File: src/rtl/nand_seq_pkg.sv
package nand_seq_pkg;

  localparam int IO_W      = 8;
  localparam int COL_W     = 16;
  localparam int ROW_W     = 24;
  localparam int COL_BYTES = COL_W / IO_W;
  localparam int ROW_BYTES = ROW_W / IO_W;
  localparam int MAX_ITEMS = 1 + COL_BYTES + ROW_BYTES;
  localparam int CNT_W     = $clog2(MAX_ITEMS + 1);

  localparam logic [IO_W-1:0] OP_READ0    = 8'h00;
  localparam logic [IO_W-1:0] OP_READCONF = 8'h30;
  localparam logic [IO_W-1:0] OP_STATUS   = 8'h70;
  localparam logic [IO_W-1:0] OP_RESET    = 8'hFF;
  localparam logic [IO_W-1:0] OP_ERASE1   = 8'h60;
  localparam logic [IO_W-1:0] OP_ERASE2   = 8'hD0;
  localparam logic [IO_W-1:0] OP_SEQIN    = 8'h80;
  localparam logic [IO_W-1:0] OP_PROG     = 8'h10;

  typedef struct packed {
    logic [IO_W-1:0] data;
    logic            is_cmd;
  } latch_item_t;

  typedef enum logic [2:0] {
    SQ_IDLE, SQ_ADDR, SQ_GAP, SQ_CONF, SQ_WAIT, SQ_STAT, SQ_POLL, SQ_FIN
  } seq_state_t;

  typedef enum logic [1:0] {
    LE_IDLE, LE_LOW, LE_HIGH
  } latch_state_t;

endpackage

File: src/rtl/nand_addr_plan.sv
module nand_addr_plan
  import nand_seq_pkg::*;
(
  input  logic [IO_W-1:0]  op,
  input  logic             col_vld,
  input  logic [COL_W-1:0] col,
  input  logic             row_vld,
  input  logic [ROW_W-1:0] row,
  input  logic             big,
  input  logic             wide,
  output latch_item_t      items [MAX_ITEMS],
  output logic [CNT_W-1:0] count
);

  logic [COL_W-1:0] col_eff;
  logic [CNT_W-1:0] n;

  assign col_eff = wide ? (col >> 1) : col;

  always_comb begin
    for (int i = 0; i < MAX_ITEMS; i++) items[i] = '0;
    items[0] = '{data: op, is_cmd: 1'b1};
    n = CNT_W'(1);
    if (col_vld) begin
      for (int b = 0; b < COL_BYTES; b++) begin
        items[n] = '{data: col_eff[b*IO_W +: IO_W], is_cmd: 1'b0};
        n = n + CNT_W'(1);
      end
    end
    if (row_vld) begin
      for (int b = 0; b < ROW_BYTES; b++) begin
        if ((b < ROW_BYTES - 1) || big) begin
          items[n] = '{data: row[b*IO_W +: IO_W], is_cmd: 1'b0};
          n = n + CNT_W'(1);
        end
      end
    end
    count = n;
  end

endmodule

File: src/rtl/nand_latch_engine.sv
module nand_latch_engine
  import nand_seq_pkg::*;
#(
  parameter int WE_W = 4
) (
  input  logic            clk,
  input  logic            rst_n,
  input  logic            go,
  input  latch_item_t     item,
  input  logic [WE_W-1:0] low_clks,
  output logic            ready,
  output logic            fin,
  output logic            we_n,
  output logic            cle,
  output logic            ale,
  output logic [IO_W-1:0] io
);

  latch_state_t    st_q, st_d;
  logic [WE_W-1:0] cnt_q, cnt_d;
  logic            we_n_d, cle_d, ale_d;
  logic [IO_W-1:0] io_d;

  assign ready = (st_q != LE_LOW);
  assign fin   = (st_q == LE_HIGH);

  always_comb begin
    st_d   = st_q;
    cnt_d  = cnt_q;
    we_n_d = we_n;
    cle_d  = cle;
    ale_d  = ale;
    io_d   = io;
    case (st_q)
      LE_LOW: begin
        if (cnt_q == '0) begin
          we_n_d = 1'b1;
          st_d   = LE_HIGH;
        end else begin
          cnt_d = cnt_q - WE_W'(1);
        end
      end
      default: begin
        if (go) begin
          io_d   = item.data;
          cle_d  = item.is_cmd;
          ale_d  = ~item.is_cmd;
          we_n_d = 1'b0;
          cnt_d  = (low_clks == '0) ? '0 : low_clks - WE_W'(1);
          st_d   = LE_LOW;
        end else begin
          io_d   = '0;
          cle_d  = 1'b0;
          ale_d  = 1'b0;
          we_n_d = 1'b1;
          st_d   = LE_IDLE;
        end
      end
    endcase
  end

  always_ff @(posedge clk or negedge rst_n) begin
    if (!rst_n) begin
      st_q  <= LE_IDLE;
      cnt_q <= '0;
      we_n  <= 1'b1;
      cle   <= 1'b0;
      ale   <= 1'b0;
      io    <= '0;
    end else begin
      st_q  <= st_d;
      cnt_q <= cnt_d;
      we_n  <= we_n_d;
      cle   <= cle_d;
      ale   <= ale_d;
      io    <= io_d;
    end
  end

endmodule

File: src/rtl/nand_delay_timer.sv
module nand_delay_timer #(
  parameter int DLY_W = 16
) (
  input  logic             clk,
  input  logic             rst_n,
  input  logic             load,
  input  logic [DLY_W-1:0] value,
  output logic             zero
);

  logic [DLY_W-1:0] cnt_q, cnt_d;
  logic             cnt_en;

  assign zero   = (cnt_q == '0);
  assign cnt_en = load | ~zero;

  always_comb begin
    cnt_d = cnt_q;
    if (load) cnt_d = value;
    else if (!zero) cnt_d = cnt_q - DLY_W'(1);
  end

  always_ff @(posedge clk or negedge rst_n) begin
    if (!rst_n) cnt_q <= '0;
    else if (cnt_en) cnt_q <= cnt_d;
  end

endmodule

File: src/rtl/nand_cmd_seq.sv
module nand_cmd_seq
  import nand_seq_pkg::*;
#(
  parameter int WE_W  = 4,
  parameter int DLY_W = 16
) (
  input  logic             clk,
  input  logic             rst_n,
  input  logic             start,
  input  logic [7:0]       op_code,
  input  logic             col_vld,
  input  logic [15:0]      col_addr,
  input  logic             row_vld,
  input  logic [23:0]      row_addr,
  input  logic             cap_big,
  input  logic             bus_wide,
  input  logic [WE_W-1:0]  we_low_clks,
  input  logic [DLY_W-1:0] wait_clks,
  input  logic             poll_ack,
  output logic             busy,
  output logic             done,
  output logic             poll_req,
  output logic             nand_ce_n,
  output logic             nand_cle,
  output logic             nand_ale,
  output logic             nand_we_n,
  output logic [7:0]       nand_io
);

  // reset: asserted at once, released through two flops
  logic rst_s1, rst_sync_n;
  always_ff @(posedge clk or negedge rst_n) begin
    if (!rst_n) begin
      rst_s1     <= 1'b0;
      rst_sync_n <= 1'b0;
    end else begin
      rst_s1     <= 1'b1;
      rst_sync_n <= rst_s1;
    end
  end

  seq_state_t       st_q, st_d;
  logic [IO_W-1:0]  op_q;
  logic             cv_q, rv_q, big_q, wide_q;
  logic [COL_W-1:0] col_q;
  logic [ROW_W-1:0] row_q;
  logic [CNT_W-1:0] idx_q, idx_d;
  logic             sent_q, sent_d;
  logic             cap_en;

  latch_item_t      plan_items [MAX_ITEMS];
  logic [CNT_W-1:0] plan_cnt;
  logic             eng_go, eng_ready, eng_fin;
  latch_item_t      eng_item;
  logic             tmr_load, tmr_zero;
  logic             quick_op;

  nand_addr_plan u_plan (
    .op      (op_q),
    .col_vld (cv_q),
    .col     (col_q),
    .row_vld (rv_q),
    .row     (row_q),
    .big     (big_q),
    .wide    (wide_q),
    .items   (plan_items),
    .count   (plan_cnt)
  );

  nand_latch_engine #(.WE_W(WE_W)) u_eng (
    .clk      (clk),
    .rst_n    (rst_sync_n),
    .go       (eng_go),
    .item     (eng_item),
    .low_clks (we_low_clks),
    .ready    (eng_ready),
    .fin      (eng_fin),
    .we_n     (nand_we_n),
    .cle      (nand_cle),
    .ale      (nand_ale),
    .io       (nand_io)
  );

  nand_delay_timer #(.DLY_W(DLY_W)) u_tmr (
    .clk   (clk),
    .rst_n (rst_sync_n),
    .load  (tmr_load),
    .value (wait_clks),
    .zero  (tmr_zero)
  );

  assign quick_op = (op_q == OP_ERASE1) || (op_q == OP_ERASE2) ||
                    (op_q == OP_SEQIN)  || (op_q == OP_PROG);

  always_comb begin
    st_d     = st_q;
    idx_d    = idx_q;
    eng_go   = 1'b0;
    eng_item = plan_items[idx_q];
    cap_en   = 1'b0;
    case (st_q)
      SQ_IDLE: begin
        if (start) begin
          cap_en = 1'b1;
          idx_d  = '0;
          st_d   = SQ_ADDR;
        end
      end
      SQ_ADDR: begin
        if ((idx_q < plan_cnt) && eng_ready) begin
          eng_go = 1'b1;
          idx_d  = idx_q + CNT_W'(1);
        end else if ((idx_q == plan_cnt) && eng_fin) begin
          st_d = SQ_GAP;
        end
      end
      SQ_GAP: begin
        if (quick_op)               st_d = SQ_FIN;
        else if (op_q == OP_READ0)  st_d = SQ_CONF;
        else                        st_d = SQ_WAIT;
      end
      SQ_CONF: begin
        eng_item = '{data: OP_READCONF, is_cmd: 1'b1};
        if (!sent_q && eng_ready) eng_go = 1'b1;
        else if (sent_q && eng_fin) st_d = SQ_WAIT;
      end
      SQ_WAIT: begin
        if (tmr_zero) st_d = (op_q == OP_RESET) ? SQ_STAT : SQ_FIN;
      end
      SQ_STAT: begin
        eng_item = '{data: OP_STATUS, is_cmd: 1'b1};
        if (!sent_q && eng_ready) eng_go = 1'b1;
        else if (sent_q && eng_fin) st_d = SQ_POLL;
      end
      SQ_POLL: begin
        if (poll_ack) st_d = SQ_FIN;
      end
      default: st_d = SQ_IDLE;
    endcase
  end

  assign sent_d   = (st_d != st_q) ? 1'b0 : (sent_q | eng_go);
  assign tmr_load = (st_d == SQ_WAIT) && (st_q != SQ_WAIT);

  always_ff @(posedge clk or negedge rst_sync_n) begin
    if (!rst_sync_n) begin
      st_q   <= SQ_IDLE;
      idx_q  <= '0;
      sent_q <= 1'b0;
    end else begin
      st_q   <= st_d;
      idx_q  <= idx_d;
      sent_q <= sent_d;
    end
  end

  always_ff @(posedge clk or negedge rst_sync_n) begin
    if (!rst_sync_n) begin
      op_q   <= '0;
      cv_q   <= 1'b0;
      rv_q   <= 1'b0;
      big_q  <= 1'b0;
      wide_q <= 1'b0;
      col_q  <= '0;
      row_q  <= '0;
    end else if (cap_en) begin
      op_q   <= op_code;
      cv_q   <= col_vld;
      rv_q   <= row_vld;
      big_q  <= cap_big;
      wide_q <= bus_wide;
      col_q  <= col_addr;
      row_q  <= row_addr;
    end
  end

  assign busy      = (st_q != SQ_IDLE);
  assign done      = (st_q == SQ_FIN);
  assign poll_req  = (st_q == SQ_POLL);
  assign nand_ce_n = ~busy;

endmodule

File: config.mk
export PLATFORM = sky130hd
export DESIGN_NAME = nand_cmd_seq
export DESIGN_NICKNAME = d
export VERILOG_FILES = /design/src/rtl/nand_seq_pkg.sv /design/src/rtl/nand_addr_plan.sv /design/src/rtl/nand_latch_engine.sv /design/src/rtl/nand_delay_timer.sv /design/src/rtl/nand_cmd_seq.sv
export SDC_FILE = /design/constraint.sdc
export NUM_CORES = 1
export LEC_CHECK = 0
export ABC_AREA = 1
export BUFFER_PORTS_ARGS = -buffer_cell sky130_fd_sc_hd__clkbuf_2
export CAP_MARGIN = 20
export CORE_ASPECT_RATIO = 1.25
export CORE_MARGIN = 2
export CORE_UTILIZATION = 45
export DETAILED_ROUTE_END_ITERATION = 10
export GPL_ROUTABILITY_DRIVEN = 1
export PLACE_DENSITY = 0.69
export SLEW_MARGIN = 25
export SYNTH_ARGS = -nofsm -noshare
export SYNTH_HDL_FRONTEND = slang
export SYNTH_SLANG_ARGS = --single-unit
File: constraint.sdc
create_clock -name clk -period 2.7 [get_ports clk]
set_input_delay 0.81 -clock clk [delete_from_list [all_inputs] [get_ports clk]]
set_output_delay 0.81 -clock clk [all_outputs]
set_load 0.01 [all_outputs]
==> results.cfg, run 1 <==
[run_status]
status = finished clean

[drt]
wirelength_mm = 13.15
drtAntennaViolNets = 0
first_iter_violations = 428
drtPass1Iterations = 5
vias_per_cell = 5.358
post-route-drc-count = 0
vias = 4924
post_drt_wl_per_cell_um = 14.31

[floorplanning]
std_cell_rows = 44
die_y_um = 125.4
fp.coreArea_sq_um = 11560
num_io_pins = 91
die-area_sq_um = 12680
die_w_um = 101.1
start_util_pct = 45.90

[placed_design]
place_inst = 899
dpl_worst_slack_ns = 0.05942
port_buffers = 90
post-dp-hpwl_mm = 9.596
gp_congestion = 0.8960

[power_and_ir_drop]
total_power_mw = 7.966
ir_drop_mv = 0.5127
p_leak_nw = 3.313
powerDensity_nw_per_um2 = 1256

[critical_path]
path_delay_family = simple AND/OR/NAND/NOR gates
cp.arrival_ns = 2.77
cp_max_fo = 14
cpPeakStageDelay_ns = 0.36
worstPathRequired_ns = 2.98
worst_setup_path_end_kind = register
critPathBufInv = 2
worstSetupPathType = reg2reg
cp_slowest_cell = dfrtp_1
crit_chain = inv_1 > ha_1 > or2_2 > ha_1 > a21oi_2 > nand3_2 > nand3_1 > nand3_1 > nor2_4 > nand3_4 > inv_8 > nand2_1 > nand2_1
worst_setup_path_start_kind = register

[clocking]
cts_made_buffers = 9
holdBufCountCts = 0
clockBufferDepth = 2
cts_tree = built
clk_pin_slew_ns = 0.06
cts_root_buf = clkbuf_16
clk-insertion-delay-late_ns = 0.35
numClockSinks = 94
cts_max_level = 3

[timing]
max_freq_ghz = 0.4022
hold_viol = 0
fin_crit_sh_pct = 92.08
fin_crit_ns = 2.486
rsz0062_at_grt = false
setup_viol = 0
tightest_slew_ns = 0.5973
setup_ws_ns = 0.2139
finClkSkew_ns = 0.007221
setup-tns-final_ns = 0
slew_headroom_pct = 60.18
final_max_slew_viol_count = 0

[global_routing]
grt_use_total_pct = 21.48
busiest_layer = met2
grtUsageMet3_pct = 3.186
grt_pass1_wl_mm = 21.87
antenna_found_initial = 0
grt_start_max_net_pins = 85
grt_util_met1_pct = 27.64
grt_pass1_vias = 4718
grt_util_met2_pct = 34.98
gr-total-overflow = 0

[final_layout]
area_delta_synth_final_pct = 19.48
insertedDiodeCount = 0
fin_util_pct = 54.84
fin_cells = 919
final_common_cell = nand2_1
drive_gt1_share_pct = 21.13
layout_common_cells = nand2_1, nor2_1, dfrtp_1
fillCellCount = 1078
final_nets = 860

[yosys]
synthArstFlopShare_pct = 100.0
ys_types = 42
synth_top_area_cell = dfrtp_1
synth_fp_nets = 771
synth_top_area_share_pct = 43.86
syn_area_per_cell_sq_um = 7.724
synth_edf_count = 0
ys_seq_area_share_pct = 44.35
synth-seq-cells = 94
synth_cells = 687
ys_top_cells_by_area = dfrtp_1, nand2_1, nor2_1, inv_1, nand3_1
yosysWarnings = 0
synth_ff_type = dfrtp_1
syn_area_sq_um = 5306

[job]
maxCapViolCount = 0

[min_path]
min-delay-path-class = in2async
[worst paths after layout]
path	startpoint	end	slack (ns)	depth (start not counted)
max in group asynchronous	rst_sync_n$_DFF_PN0_	col_q[11]$_DFFE_PN0P_	1.62	1
max	big_q$_DFFE_PN0P_	u_tmr.cnt_q[11]$_DFFE_PN0P_	0.21	13
max reg2reg	big_q$_DFFE_PN0P_	u_tmr.cnt_q[11]$_DFFE_PN0P_	0.21	13
min	rst_n	rst_sync_n$_DFF_PN0_	0.24	1
min reg2reg	rst_sync_n$_DFF_PN0_	row_q[6]$_DFFE_PN0P_	0.33	0
min in group clk	rst_s1$_DFF_PN0_	rst_sync_n$_DFF_PN0_	0.35	0
[worst register-to-register path: stages, from the launching register on]
cell,delay (ns)
dfrtp_1,0.36
inv_1,0.08
ha_1,0.17
or2_2,0.30
ha_1,0.32
a21oi_2,0.15
nand3_2,0.13
nand3_1,0.11
nand3_1,0.12
nor2_4,0.24
nand3_4,0.17
inv_8,0.14
nand2_1,0.07
nand2_1,0.06
[metal layers]
metal | wire (um) | up-vias
met1 | 5484 | 2287
li1 | - | 2422
met3 | 738 | 41
met5 | 0 | -
met2 | 6445 | 174
met4 | 483 | 0
[cell families after synthesis]
group | synth area share, %
AO/OA/AOI/OAI | 12.40
XOR/XNOR | 2.476
adder cells (fa/ha/maj) | 1.886
buffers and inverters | 8.276
flip-flops | 44.35
multiplexers | 4.669
other | 0.07067
AND/OR/NAND/NOR | 25.87
[state kept, by name, indices dropped and copies added (netlist names)]
| signal | cells |
|---|---|
| u_tmr.cnt_q | 16 |
| wide_q | 1 |
| cv_q | 1 |
| big_q | 1 |
| st_q | 3 |
| op_q | 8 |
| u_eng.cnt_q | 4 |
| u_eng.io | 8 |
| row_q | 24 |
| u_eng.we_n | 1 |
| rst_s1 | 1 |
| u_eng.ale | 1 |
| rv_q | 1 |
| idx_q | 3 |
| u_eng.st_q | 2 |
| sent_q | 1 |
| u_eng.cle | 1 |
| rst_sync_n | 1 |
| col_q | 16 |
[what timing repair did]
action	in CTS	in global routing
setup buffers	0	2
resized for setup	0	5
setup endpoints to repair	0	16
[per-stage QoR]
step                      hold WS, ns  instance area [sq um]
after floorplan                0.3311                   5308
after global placement         0.3400                   5912
after detailed placement       0.3457                   5912
after CTS                      0.2400                   6284
after global routing           0.2400                   6340
final                          0.2398                   6340
[layout make-up]
class | count | area [sq um] | share of cell area (%)
clock buffer | 10 | 239.0 | 3.769
clock inverter | 6 | 132.6 | 2.092
timing repair buffer | 102 | 553.0 | 8.723
multi-input combinational | 485 | 2562 | 40.42
inverter | 84 | 322.8 | 5.092
sequential | 94 | 2357 | 37.18
tap | 138 | 172.7 | 2.724
[synthesized netlist by cell type (3+ instances only)]
| library cell | number |
|---|---|
| a21oi_1 | 47 |
| dfrtp_1 | 93 |
| nand4_1 | 9 |
| buf_4 | 3 |
| nor3_1 | 4 |
| xor2_1 | 8 |
| o22ai_1 | 9 |
| buf_2 | 4 |
| o2111ai_1 | 4 |
| nand2_1 | 142 |
| xnor2_1 | 7 |
| clkbuf_1 | 12 |
| nor2_4 | 3 |
| nor2_1 | 96 |
| buf_1 | 6 |
| a31oi_1 | 6 |
| nand3_1 | 53 |
| o21ai_0 | 44 |
| inv_1 | 79 |
| mux2_2 | 22 |
| ha_1 | 8 |
| inv_2 | 3 |
[power breakdown]
part | switching [mW] | internal (mW) | leakage [nW]
logic | 2.36 | 1.44 | 2.03
clock network | 0.534 | 1.02 | 0.179
registers | 0.532 | 2.08 | 1.10
total | 3.43 | 4.54 | 3.31
(Power assumes the default switching activity.)
==> run 2, diff against run 1 <==
--- a/config.mk
+++ b/config.mk
@@ -5,7 +5,7 @@
 export SDC_FILE = /design/constraint.sdc
 export NUM_CORES = 1
 export LEC_CHECK = 0
-export ABC_AREA = 1
+export ABC_AREA = 0
 export BUFFER_PORTS_ARGS = -buffer_cell sky130_fd_sc_hd__clkbuf_2
 export CAP_MARGIN = 20
 export CORE_ASPECT_RATIO = 1.25
==> run 2 against run 1 <==
Critical path depth decreased by 3; final area decreased by 2.2%; total power decreased by 6.4%; count of clock-buffer cells in the layout increased by 4; critical endpoint is now u_tmr.cnt_q[1]$_DFFE_PN0P_; highest routed layer unchanged.
==> results.cfg, run 2 <==
[yosys]
synth-seq-cells = 94
synthTopCellsByCount = dfrtp_1, mux2_2, nand2_1
synth_cells = 503
synth_most_common_cell = dfrtp_1
ys_top_cells_by_area = dfrtp_1, mux2_2, nand2_1, o21ai_0, nor2_1
synth_ff_type = dfrtp_1
synth_compound_area_share_pct = 15.62
synth_fp_nets = 587
synthArstFlopShare_pct = 100.0
synth_fa_ha_area_share_pct = 1.959
synth_top_family_by_area = compound AO/OA/AOI/OAI gates
synth_edf_count = 0
yosysWarnings = 0
syn_area_sq_um = 5110
synth_top_area_share_pct = 45.54
ys_types = 59
synth_top_area_cell = dfrtp_1
synth_xor_area_share_pct = 2.742
syn_area_per_cell_sq_um = 10.16
muxShareOfSynthArea_pct = 14.84
ys_seq_area_share_pct = 46.06
synth-simple-area-share_pct = 15.18

[global_routing]
gr-total-overflow = 0
grt_pass1_wl_mm = 19.93
grt_start_max_net_pins = 59
grt_pass1_vias = 4136
antenna_found_initial = 0
grt_use_total_pct = 20.75

[critical_path]
cp.depth = 10
crit_end = u_tmr.cnt_q[1]$_DFFE_PN0P_
worstPathRequired_ns = 2.93
reg2reg_depth = 10
worst_setup_path_end_kind = register
path_delay_family = simple AND/OR/NAND/NOR gates
r2r_slack_ns = 0.1
cp_slowest_cell = dfrtp_1
cpPeakStageDelay_ns = 0.37
path_common_cell = ha_4
crit_chain = inv_1 > ha_4 > mux2_4 > ha_4 > nor2b_1 > o21ai_2 > and4b_2 > nor4_4 > buf_4 > mux2_2
critPathLaunch = big_q$_DFFE_PN0P_
cp.arrival_ns = 2.83
rr_startpoint = big_q$_DFFE_PN0P_
cp_max_fo = 5
r2r-end = u_tmr.cnt_q[1]$_DFFE_PN0P_
worst_setup_path_start_kind = register
critPathBufInv = 2
worstSetupPathType = reg2reg

[power_and_ir_drop]
p_leak_nw = 2.691
powerDensity_nw_per_um2 = 1203
ir_drop_mv = 0.5108
total_power_mw = 7.459

[final_layout]
largest_reg_flops = 24
fin_cells = 736
drive_gt1_share_pct = 34.28
ff_latch_area_sq_um = 2357
area_delta_synth_final_pct = 21.30
final_nets = 680
fillCellCount = 976
largest-register = row_q
post-route-cell-area_sq_um = 6198
reg_top3 = row_q: 24 flops, col_q: 16 flops, u_tmr.cnt_q: 16 flops
layout_common_cells = dfrtp_1, clkbuf_2, mux2_2
final_common_cell = dfrtp_1
multi_input_area_sq_um = 2645
insertedDiodeCount = 0

[placed_design]
post-dp-hpwl_mm = 9.124
place_inst = 718
gp_congestion = 0.9549
dpl_cell_area_sq_um = 5843
port_buffers = 90

[clocking]
cts_tree = built
holdBufCountCts = 0
cts_max_level = 3
cts_root_buf = clkbuf_16
clockBufferDepth = 2
clk-insertion-delay-late_ns = 0.34
cts_made_buffers = 9
clk_pin_slew_ns = 0.06
numClockSinks = 94

[job]
maxCapViolCount = 0

[floorplanning]
num_io_pins = 91
die_y_um = 123.1
die-area_sq_um = 12230
die_w_um = 99.31
fp.coreArea_sq_um = 11080
start_util_pct = 46.11
std_cell_rows = 43

[timing]
setup-tns-final_ns = 0
final_max_slew_viol_count = 0
finClkSkew_ns = 0.005166
rsz0062_at_grt = false
max_freq_ghz = 0.3844
hold_viol = 0
setup_viol = 0
hold_slack_ns = 0.2467
fin_crit_sh_pct = 96.35
fin_crit_ns = 2.601
tightest_slew_ns = 0.6588
slew_headroom_pct = 55.82

[drt]
wirelength_mm = 12.50
vias_per_cell = 5.711
post_drt_wl_per_cell_um = 16.98
first_iter_violations = 256
drtAntennaViolNets = 0
vias = 4203
drtPass1Iterations = 4
post-route-drc-count = 0

[min_path]
min-delay-path-class = in2async

[run_status]
status = finished clean
## run 2: layout make-up
type	count	area share (%)
multi-input combinational	366	42.67
tap	135	2.725
clock buffer	14	4.421
sequential	94	38.03
timing repair buffer	110	10.58
inverter	15	0.9487
clock inverter	2	0.6258
## run 2: report_power, final
group | switching [mW] | internal, mW | total, mW
clock network | 0.527 | 0.797 | 1.32
registers | 0.646 | 2.09 | 2.74
logic | 1.75 | 1.65 | 3.40
## run 2: worst min path at each step
stage                                end  slack [ns]  cells past startpoint
floorplan           rst_sync_n$_DFF_PN0_        0.33                      0
global placement    rst_sync_n$_DFF_PN0_        0.34                      0
detailed placement  rst_sync_n$_DFF_PN0_        0.34                      0
CTS                 rst_sync_n$_DFF_PN0_        0.24                      1
global route        rst_sync_n$_DFF_PN0_        0.23                      1
finish                  rst_s1$_DFF_PN0_        0.25                      1
## run 2: cells by family after synthesis
family	count (synthesis)
and+or+nand+nor	152
AOI/OAI and AO/OA	121
DFF	94
muxes	68
buffers and inverters	43
xor gates and xnor gates	16
adders and majority gates	8
other	1
## run 2: per-layer routing
layer	up-vias	wire [um]	track usage, %
li1	2032	-	-
met1	2038	5196	25.95
met2	109	6375	35.05
met3	24	524	3.674
met4	0	402	9.589
met5	-	0	0
## run 2: timing repair
item,4_1_cts,5_1_grt
endpoints found under the setup margin,0,19
buffers inserted,0,1
resized for setup,0,2
## run 2: per-stage QoR
stage	utilization [%]	setup slack, ns
finish	55.93	0.09860
global route	55.93	0.01458
CTS	55.54	0.1011
detailed placement	52.72	0.1059
global placement	52.72	0.1632
floorplan	-	0.001544
==> run 3, diff against run 2 <==
--- a/config.mk
+++ b/config.mk
@@ -13,7 +13,7 @@
 export CORE_UTILIZATION = 45
 export DETAILED_ROUTE_END_ITERATION = 10
 export GPL_ROUTABILITY_DRIVEN = 1
-export PLACE_DENSITY = 0.69
+export PLACE_DENSITY = 0.67
 export SLEW_MARGIN = 25
 export SYNTH_ARGS = -nofsm -noshare
 export SYNTH_HDL_FRONTEND = slang
==> constraint.sdc (replaced) <==
create_clock -name clk -period 2.55 [get_ports clk]
set_input_delay 0.765 -clock clk [delete_from_list [all_inputs] [get_ports clk]]
set_output_delay 0.765 -clock clk [all_outputs]
set_load 0.01 [all_outputs]
==> run 3 against run 2 <==
Fmax grew 3.4%; total power grew 9.8%; worst hold slack lost 0.056 ns; first-iteration DRC count shrank 25%; clock skew grew 0.0019 ns; clock power grew 11%; count of clock-buffer cells in the layout shrank 4; flip-flop and latch count is the same; critical path type unchanged; critical endpoint is now u_tmr.cnt_q[5]$_DFFE_PN0P_.
==> results.cfg, run 3 (same netlist as run 2, synthesis figures left out) <==
[clocking]
clockBufferDepth = 2
numClockSinks = 94
clk_pin_slew_ns = 0.07
cts_max_level = 3
holdBufCountCts = 0
cts_root_buf = clkbuf_16
cts_tree = built
cts_made_buffers = 9
clk-insertion-delay-late_ns = 0.34

[timing]
finClkSkew_ns = 0.007113
tightest_slew_ns = 0.6574
hold_viol = 0
fin_crit_ns = 2.517
rsz0062_at_grt = true
hold_slack_ns = 0.1911
setup_ws_ns = 0.03349
max_freq_ghz = 0.3974
slew_headroom_pct = 55.48
fin_crit_sh_pct = 98.69
setup_viol = 0
final_max_slew_viol_count = 0

[power_and_ir_drop]
total_power_mw = 8.189
clkPwrFrac_pct = 18.0
power.switching_mw = 3.210
powerDensity_nw_per_um2 = 1294
p_int_mw = 4.979
swShare_pct = 39.20
p_comb_share_pct = 46.4
seq_power_share_pct = 35.6
ir_drop_mv = 0.4731
p_leak_nw = 2.734

[global_routing]
grt_use_total_pct = 21.29
antenna_found_initial = 0
grt_pass1_vias = 4213
grt_pass1_wl_mm = 20.58
gr-total-overflow = 0
grt_start_max_net_pins = 59

[placed_design]
dpl_worst_slack_ns = 0.02673
dpl_cell_area_sq_um = 5851
post-dp-hpwl_mm = 9.232
gp_congestion = 0.9123
port_buffers = 90

[run_status]
status = finished clean

[final_layout]
drive_gt1_share_pct = 36.15
area_delta_synth_final_pct = 23.85
insertedDiodeCount = 0
final_nets = 682
layout_common_cells = dfrtp_1, clkbuf_2, mux2_2
ff_latch_area_sq_um = 2357
final_common_cell = dfrtp_1
fillCellCount = 994
post-route-cell-area_sq_um = 6329
largest-register = row_q
reg_top3 = row_q: 24 flops, col_q: 16 flops, u_tmr.cnt_q: 16 flops
multi_input_area_sq_um = 2741
largest_reg_flops = 24

[drt]
post-route-drc-count = 0
drtAntennaViolNets = 0
vias_per_cell = 5.709
wirelength_mm = 12.65
vias = 4213
post_drt_wl_per_cell_um = 17.14
drtPass1Iterations = 5
first_iter_violations = 192

[job]
maxCapViolCount = 0

[critical_path]
worst_setup_path_end_kind = register
cp.arrival_ns = 2.76
reg2reg_depth = 11
critPathLaunch = cv_q$_DFFE_PN0P_
path_common_cell = ha_4
worstSetupPathType = reg2reg
cp_slowest_cell = dfrtp_1
cpPeakStageDelay_ns = 0.41
worstPathRequired_ns = 2.80
cp_max_fo = 15
rr_startpoint = cv_q$_DFFE_PN0P_
worst_setup_path_start_kind = register
r2r_slack_ns = 0.03
crit_end = u_tmr.cnt_q[5]$_DFFE_PN0P_
crit_chain = inv_4 > ha_4 > mux2_4 > ha_4 > nor2b_4 > o21ai_2 > and4b_2 > nor4_4 > buf_4 > clkbuf_16 > o31ai_1
r2r-end = u_tmr.cnt_q[5]$_DFFE_PN0P_

[floorplanning]
die_y_um = 123.1
num_io_pins = 91
std_cell_rows = 43
die-area_sq_um = 12230
die_w_um = 99.31
start_util_pct = 46.11
fp.coreArea_sq_um = 11080

[min_path]
min-delay-path-class = in2async
[run 3: timing repair]
item                                    CTS  global route
setup buffers                             0             2
endpoints found under the setup margin    0            26
gates resized for setup                   0            19
[run 3: power groups by stage]
stage	registers, mW	clock network [mW]	logic, mW
after global routing	3.02	1.57	4.20
after detailed placement	2.94	0	3.56
final	2.91	1.47	3.80
after CTS	2.91	1.50	3.58
after global placement	2.89	0	3.45
after floorplan	2.73	0	2.66
[run 3: through the flow]
stage,cells,setup TNS (ns),util (%)
final,738,0,57.10
after global routing,738,-0.4542,57.10
after CTS,735,0,55.78
after detailed placement,719,0,52.79
after global placement,719,0,52.79
after floorplan,503,-1.168,-
[run 3: cell type report]
type	instances	area share, %
Multi-Input combinational cell	366	43.32
Sequential cell	94	37.25
Timing Repair Buffer	112	10.60
Clock buffer	10	3.776
Tap cell	135	2.669
Clock inverter	6	1.463
Inverter	15	0.9292
[run 3: worst max-delay path: cells and delay by family (launching register included)]
family	cells	cell delay [ns]
flip-flops	1	0.41
buffers and inverters	3	0.43
AND/OR/NAND/NOR	3	0.49
AO/OA/AOI/OAI	2	0.37
adder cells (fa/ha/maj)	2	0.43
multiplexers	1	0.29
[run 3: worst min path at each step]
stage | start | endpoint | slack [ns] | depth (start not counted)
global placement | rst_s1$_DFF_PN0_ | rst_sync_n$_DFF_PN0_ | 0.34 | 0
global route | rst_n | rst_sync_n$_DFF_PN0_ | 0.19 | 1
detailed placement | rst_s1$_DFF_PN0_ | rst_sync_n$_DFF_PN0_ | 0.34 | 0
CTS | rst_n | rst_sync_n$_DFF_PN0_ | 0.19 | 1
floorplan | rst_s1$_DFF_PN0_ | rst_sync_n$_DFF_PN0_ | 0.33 | 0
finish | rst_n | rst_sync_n$_DFF_PN0_ | 0.19 | 1
[run 3: layer usage]
| layer | vias up | global-route usage [%] | wire, um |
|---|---|---|---|
| met5 | - | 0 | 0 |
| met4 | 0 | 10.79 | 405 |
| met3 | 26 | 2.600 | 442 |
| met2 | 109 | 36.99 | 6540 |
| met1 | 2046 | 26.11 | 5262 |
| li1 | 2032 | - | - |
